File: config.mk
export PLATFORM = sky130hd
export DESIGN_NAME = tx_jabber_guard
export DESIGN_NICKNAME = d
export VERILOG_FILES = /design/src/rtl/jab_guard_pkg.sv /design/src/rtl/jab_counter.sv /design/src/rtl/jab_timers.sv /design/src/rtl/jab_ctrl.sv /design/src/rtl/tx_jabber_guard.sv
export SDC_FILE = /design/constraint.sdc
export NUM_CORES = 1
export LEC_CHECK = 0
export BUFFER_PORTS_ARGS = -buffer_cell sky130_fd_sc_hd__buf_4
export CAP_MARGIN = 5
export CORE_AREA = 2 2 48 50
export CTS_BUF_LIST = sky130_fd_sc_hd__clkbuf_4 sky130_fd_sc_hd__clkbuf_8 sky130_fd_sc_hd__clkbuf_16
export DETAILED_ROUTE_END_ITERATION = 10
export DIE_AREA = 0 0 50 52
export GPL_TIMING_DRIVEN = 1
export MAX_ROUTING_LAYER = met4
export SLEW_MARGIN = 20
export SYNTH_ARGS = -nofsm -noshare
export SYNTH_HDL_FRONTEND = slang
export SYNTH_SLANG_ARGS = --single-unit
File: constraint.sdc
create_clock -name clk -period 4.9 [get_ports clk]
set_clock_uncertainty 0.1 [all_clocks]
set_input_delay 0.49 -clock clk [delete_from_list [all_inputs] [get_ports clk]]
set_output_delay 0.49 -clock clk [all_outputs]
set_load 0.01 [all_outputs]
File: src/rtl/jab_guard_pkg.sv
package jab_guard_pkg;
  localparam logic [1:0] SPEED_10 = 2'b00;

  typedef enum logic {ST_OPEN, ST_JABBED} jabState_t;

  typedef struct packed {
    logic actInc;
    logic actClr;
    logic idleInc;
    logic idleClr;
  } timerCtl_t;
endpackage

File: src/rtl/jab_counter.sv
module jab_counter #(
  parameter int LIMIT = 25
) (
  input  logic clk,
  input  logic rstN,
  input  logic inc,
  input  logic clr,
  output logic atLimit
);
  localparam int W = $clog2(LIMIT + 1);
  logic [W-1:0] cnt;

  always_ff @(posedge clk or negedge rstN) begin
    if (!rstN)     cnt <= '0;
    else if (clr)  cnt <= '0;
    else if (inc)  cnt <= cnt + 1'b1;
  end

  assign atLimit = (cnt == W'(LIMIT));

  p_no_overflow_r2: assert property (@(posedge clk) disable iff (!rstN)
    cnt <= W'(LIMIT));
endmodule

File: src/rtl/jab_timers.sv
module jab_timers
  import jab_guard_pkg::*;
#(
  parameter int TRIP_MS  = 25,
  parameter int UNJAB_MS = 500
) (
  input  logic      clk,
  input  logic      rstN,
  input  timerCtl_t ctl,
  output logic      actAtLimit,
  output logic      idleAtLimit
);
  jab_counter #(.LIMIT(TRIP_MS)) uActive (
    .clk(clk), .rstN(rstN), .inc(ctl.actInc), .clr(ctl.actClr),
    .atLimit(actAtLimit));

  jab_counter #(.LIMIT(UNJAB_MS - 1)) uIdle (
    .clk(clk), .rstN(rstN), .inc(ctl.idleInc), .clr(ctl.idleClr),
    .atLimit(idleAtLimit));
endmodule

File: src/rtl/jab_ctrl.sv
module jab_ctrl
  import jab_guard_pkg::*;
(
  input  logic      clk,
  input  logic      rstN,
  input  logic      is10,
  input  logic      tickMs,
  input  logic      txReq,
  input  logic      statRead,
  input  logic      actAtLimit,
  input  logic      idleAtLimit,
  output timerCtl_t ctl,
  output logic      jabbed,
  output logic      statLatch
);
  jabState_t state, stateNxt;
  logic trip, release_;

  assign trip     = is10 && state == ST_OPEN   && txReq  && tickMs && actAtLimit;
  assign release_ = is10 && state == ST_JABBED && !txReq && tickMs && idleAtLimit;

  always_comb begin
    ctl      = '0;
    stateNxt = state;
    if (!is10) begin
      ctl.actClr  = 1'b1;
      ctl.idleClr = 1'b1;
      stateNxt    = ST_OPEN;
    end else if (state == ST_OPEN) begin
      ctl.idleClr = 1'b1;
      ctl.actClr  = !txReq || trip;
      ctl.actInc  = txReq && tickMs && !actAtLimit;
      if (trip) stateNxt = ST_JABBED;
    end else begin
      ctl.actClr  = 1'b1;
      ctl.idleClr = txReq || release_;
      ctl.idleInc = !txReq && tickMs && !idleAtLimit;
      if (release_) stateNxt = ST_OPEN;
    end
  end

  always_ff @(posedge clk or negedge rstN) begin
    if (!rstN) begin
      state     <= ST_OPEN;
      statLatch <= 1'b0;
    end else begin
      state <= stateNxt;
      if (!is10)                            statLatch <= 1'b0;
      else if (trip || state == ST_JABBED)  statLatch <= 1'b1;
      else if (statRead)                    statLatch <= 1'b0;
    end
  end

  assign jabbed = (state == ST_JABBED);

  p_hold_r3: assert property (@(posedge clk) disable iff (!rstN)
    (is10 && jabbed && txReq) |=> jabbed);
  p_trip_cause_r2: assert property (@(posedge clk) disable iff (!rstN)
    $rose(jabbed) |-> $past(actAtLimit && txReq && tickMs));
  p_sticky_r5: assert property (@(posedge clk) disable iff (!rstN)
    jabbed |-> statLatch);
  p_speed_clear_r6: assert property (@(posedge clk) disable iff (!rstN)
    !is10 |=> (!jabbed && !statLatch));
endmodule

File: src/rtl/tx_jabber_guard.sv
module tx_jabber_guard
  import jab_guard_pkg::*;
#(
  parameter int TRIP_MS  = 25,
  parameter int UNJAB_MS = 500
) (
  input  logic       clk,
  input  logic       rstN,
  input  logic       tickMs,
  input  logic [1:0] speedSel,
  input  logic       txReq,
  input  logic       statRead,
  output logic       txOutEn,
  output logic       jabStat
);
  timerCtl_t ctl;
  logic is10, jabbed, statLatch, actAtLimit, idleAtLimit;

  assign is10 = (speedSel == SPEED_10);

  jab_ctrl uCtrl (
    .clk(clk), .rstN(rstN), .is10(is10), .tickMs(tickMs), .txReq(txReq),
    .statRead(statRead), .actAtLimit(actAtLimit), .idleAtLimit(idleAtLimit),
    .ctl(ctl), .jabbed(jabbed), .statLatch(statLatch));

  jab_timers #(.TRIP_MS(TRIP_MS), .UNJAB_MS(UNJAB_MS)) uTimers (
    .clk(clk), .rstN(rstN), .ctl(ctl),
    .actAtLimit(actAtLimit), .idleAtLimit(idleAtLimit));

  assign txOutEn = txReq && !(is10 && jabbed);
  assign jabStat = is10 && statLatch;

  p_gate_r3: assert property (@(posedge clk) disable iff (!rstN)
    (is10 && jabbed && txReq) |-> !txOutEn);
  p_fast_pass_r1: assert property (@(posedge clk) disable iff (!rstN)
    !is10 |-> (txOutEn == txReq && !jabStat));
endmodule

==> summary.md <==
| Metric | Value |
|---|---|
| Outcome | `completed` |
| Setup Viol. Count Final | `0` |
| P_sw | `about 53 uW` |
| Fill cell count | `about 200` |
| Ranking of synthesized cells by area | `dfrtp_1 45%, nor2_1 5.1%, xor2_1 4.9%` |
| Most common cell in the netlist | `dfrtp_1` |
| Die Wd | `about 50 um` |
| Leakage Power | `~0.41 nW` |
| CTS buffer count | `3` |
| Syn Area/Cell | `roughly 9.8 um2` |
| H-tree lvl count | `1` |
| Syn_nets | `101` |
| Worst path max stage delay | `about 0.62 ns` |
| Routed via count | `657` |
| Pwr dens | `about 230 mW/mm2` |
| Worst slew pin tran | `0.527 ns` |
| Final period util | `0.361` |
| Largest area contributor in the netlist | `dfrtp_1` |
| Seq pwr share | `0.560` |
| Startpoint types | `flop` |
| Register area | `400 um2` |
| Area of the multi-input gates | `465 um2` |
| Async set-or-reset flop fraction in the synthesized netlist | `1.00` |
| Critical Path Fanout Max | `8` |
| Top FF cell, synth | `dfrtp_1` |
| Logic gate share of total power | `0.062` |
| Initial Util | `0.423` |
| Core Util, Final | `0.482` |
| ANT nets after route | `0` |
| Slew Limit Fails | `0` |
| Share of the synthesized area in the top cell type | `0.449` |
| Die area | `0.00260 mm2` |
| Die Y-Extent | `~52 um` |
| Seq/Total Area, Yosys | `0.449` |
| Global-route wire length before repair | `approximately 2.8 mm` |
| Global Route Usage Sum | `0.149` |
| Iteration-0 DRC Markers | `7` |
| Clock slew at reported path FFs | `0.10 ns` |
| Drt first pass iters | `4` |
| HPWL Detailed | `1.12 mm` |
| CTS tree | `yes` |
| Crit. End Element | `flop` |
| Largest net degree at the start of global routing | `18` |
| Req. time, crit path | `4.97 ns` |
| Layout cells sized above 1 | `0.160` |
| Most frequent cells after synthesis | `16 x dfrtp_1, 12 x nor2_1, 6 x a21oi_1` |
| IO Pins | `9` |
| VDD IR max | `roughly 140 uV` |
| Max clock buf depth | `2` |
| Worst path cell trace | `or4b_1, o2111ai_4, xor2_1, nor2_1` |
| Ys Warns | `0` |
| Sw Ratio | `0.222` |
| Hold WS | `0.395 ns` |
| Grt total ovfl | `0` |
| PortBufs | `8` |
| Hold crit path type | `in -> reg` |
| Minimum clock period after layout | `1.77 ns` |
| Layout net count | `111` |
| Total detailed-routing wirelength | `approximately 1.6 mm` |
| Max_cap viols | `0` |
| TNS Setup | `0 ns` |
| # rows | `17` |
| Setup Crit Path Kind | `reg -> reg` |
| Initial antenna violation count | `0` |
| Clock power frac | `0.378` |
| Clk sinks | `16` |
| ANT cells | `0` |
| Layout Area Growth over Synthesis | `13.9%` |
| Area of placed instances | `968 um2` |
| CP max stage cell | `or4b_1` |
| Gpl congestion | `0.796` |
| Cells after Synth | `91` |
| Fmax | `roughly 570 MHz` |
| DRC viols | `0` |
| Final instance area | `0.00101 mm2` |
| #FFs+latches synth | `16` |
| RSZ-0062 raised after global routing | `false` |
| Arrival time worst endpoint | `~1.8 ns` |
| Core Box Area | `approximately 0.0021 mm2` |
| Vias in the first global route | `between 600 and 700` |
| Max-slew headroom | `0.648` |
| Root Buffer | `clkbuf_4` |
| Int Pwr | `around 180 uW` |
| Hold Fails Final Rpt | `0` |
| Vias per cell | `5.13` |
| Cell Area, Synth | `a little under 900 um2` |
| Yosys cell types | `31` |
| Worst skew pair latency | `~0.29 ns` |
| Avg WL per Cell | `12.2 um` |
| Post-synth EDFFs | `0` |
==> what timing repair did <==
item | 4_1_cts | 5_1_grt
setup buffers | 0 | 0
hold endpoints to repair | 16 | 0
gates resized for setup | 0 | 0
hold buffers | 1 | 0
==> layer usage <==
metal	global-route usage	share of wire	vias up
met4	0.0556	0.018	0
met2	0.224	0.45	10
li1	-	-	337
met1	0.203	0.50	306
met5	-	0	-
met3	0.0259	0.030	4
==> cells by family after synthesis <==
kind of cell | after synthesis | share of synthesized area
simple gates | 38 | 0.239
buf+inv | 6 | 0.0281
mux | 1 | 0.0126
flops | 16 | 0.449
compound gates | 20 | 0.160
xor+xnor | 7 | 0.0688
fa+ha+maj | 3 | 0.0421
==> power by group through the flow <==
| stage | sequential, mW | clock, mW | combinational (mW) |
|---|---|---|---|
| floorplan | 0.135 | 0 | 0.00648 |
| global placement | 0.135 | 0 | 0.0143 |
| detailed placement | 0.135 | 0 | 0.0145 |
| CTS | 0.133 | 0.0924 | 0.0152 |
| global route | 0.133 | 0.0984 | 0.0170 |
| finish | 0.133 | 0.0895 | 0.0147 |
==> flip-flops by register name, indices dropped and copies added, names as in the netlist <==
signal	cells
uCtrl.statLatch	1
uCtrl.jabbed	1
uTimers.uActive.cnt	5
uTimers.uIdle.cnt	9
==> layout by cell type (no fill, tap or decap), types with 3 or more instances in the layout <==
cell type and n:
clkbuf_4 3, nor2_1 12, o21ai_0 3, a21oi_1 6
ha_1 3, nand2b_1 4, buf_4 8, dfrtp_1 16
nand3_1 3, a21boi_0 3, nand2_1 5, xor2_1 5
==> through the flow <==
| step | power, mW | cells | setup WS (ns) |
|---|---|---|---|
| after floorplan | 0.142 | 91 | 3.09 |
| after global placement | 0.149 | 123 | 2.85 |
| after detailed placement | 0.150 | 123 | 2.86 |
| after CTS | 0.240 | 128 | 3.12 |
| after global routing | 0.248 | 128 | 2.97 |
| final | 0.237 | 128 | 3.13 |
==> worst max-delay path: cells and delay by family, from the launching register on <==
| kind | cells | cell delay [ns] |
|---|---|---|
| and+or+nand+nor | 2 | 0.67 |
| xor gates and xnor gates | 1 | 0.16 |
| DFF | 1 | 0.41 |
| AOI/OAI and AO/OA | 1 | 0.30 |
==> path summary, 6_finish.rpt <==
kind | startpoint | endpoint | slack, ns | depth (start not counted)
worst max-delay path | uCtrl.jabbed | uTimers.uIdle.cnt[3] | 3.13 | 4
worst min-delay path | speedSel[0] | uCtrl.statLatch | 0.40 | 3
worst max register to register | uCtrl.jabbed | uTimers.uIdle.cnt[3] | 3.13 | 4
worst min register to register | uTimers.uActive.cnt[4] | uTimers.uActive.cnt[4] | 0.45 | 2
max in group asynchronous | rstN | uTimers.uActive.cnt[1] | 4.03 | 2
min in group asynchronous | rstN | uTimers.uIdle.cnt[5] | 0.49 | 2
==> cell type report <==
class                      instances  share of cell area
sequential                        16               0.395
tap                               28              0.0345
multi-input combinational         69               0.459
clock buffer                       4              0.0358
inverter                           2             0.00740
timing repair buffer               9              0.0691
Note: power is estimated with default switching activity, not from simulation.
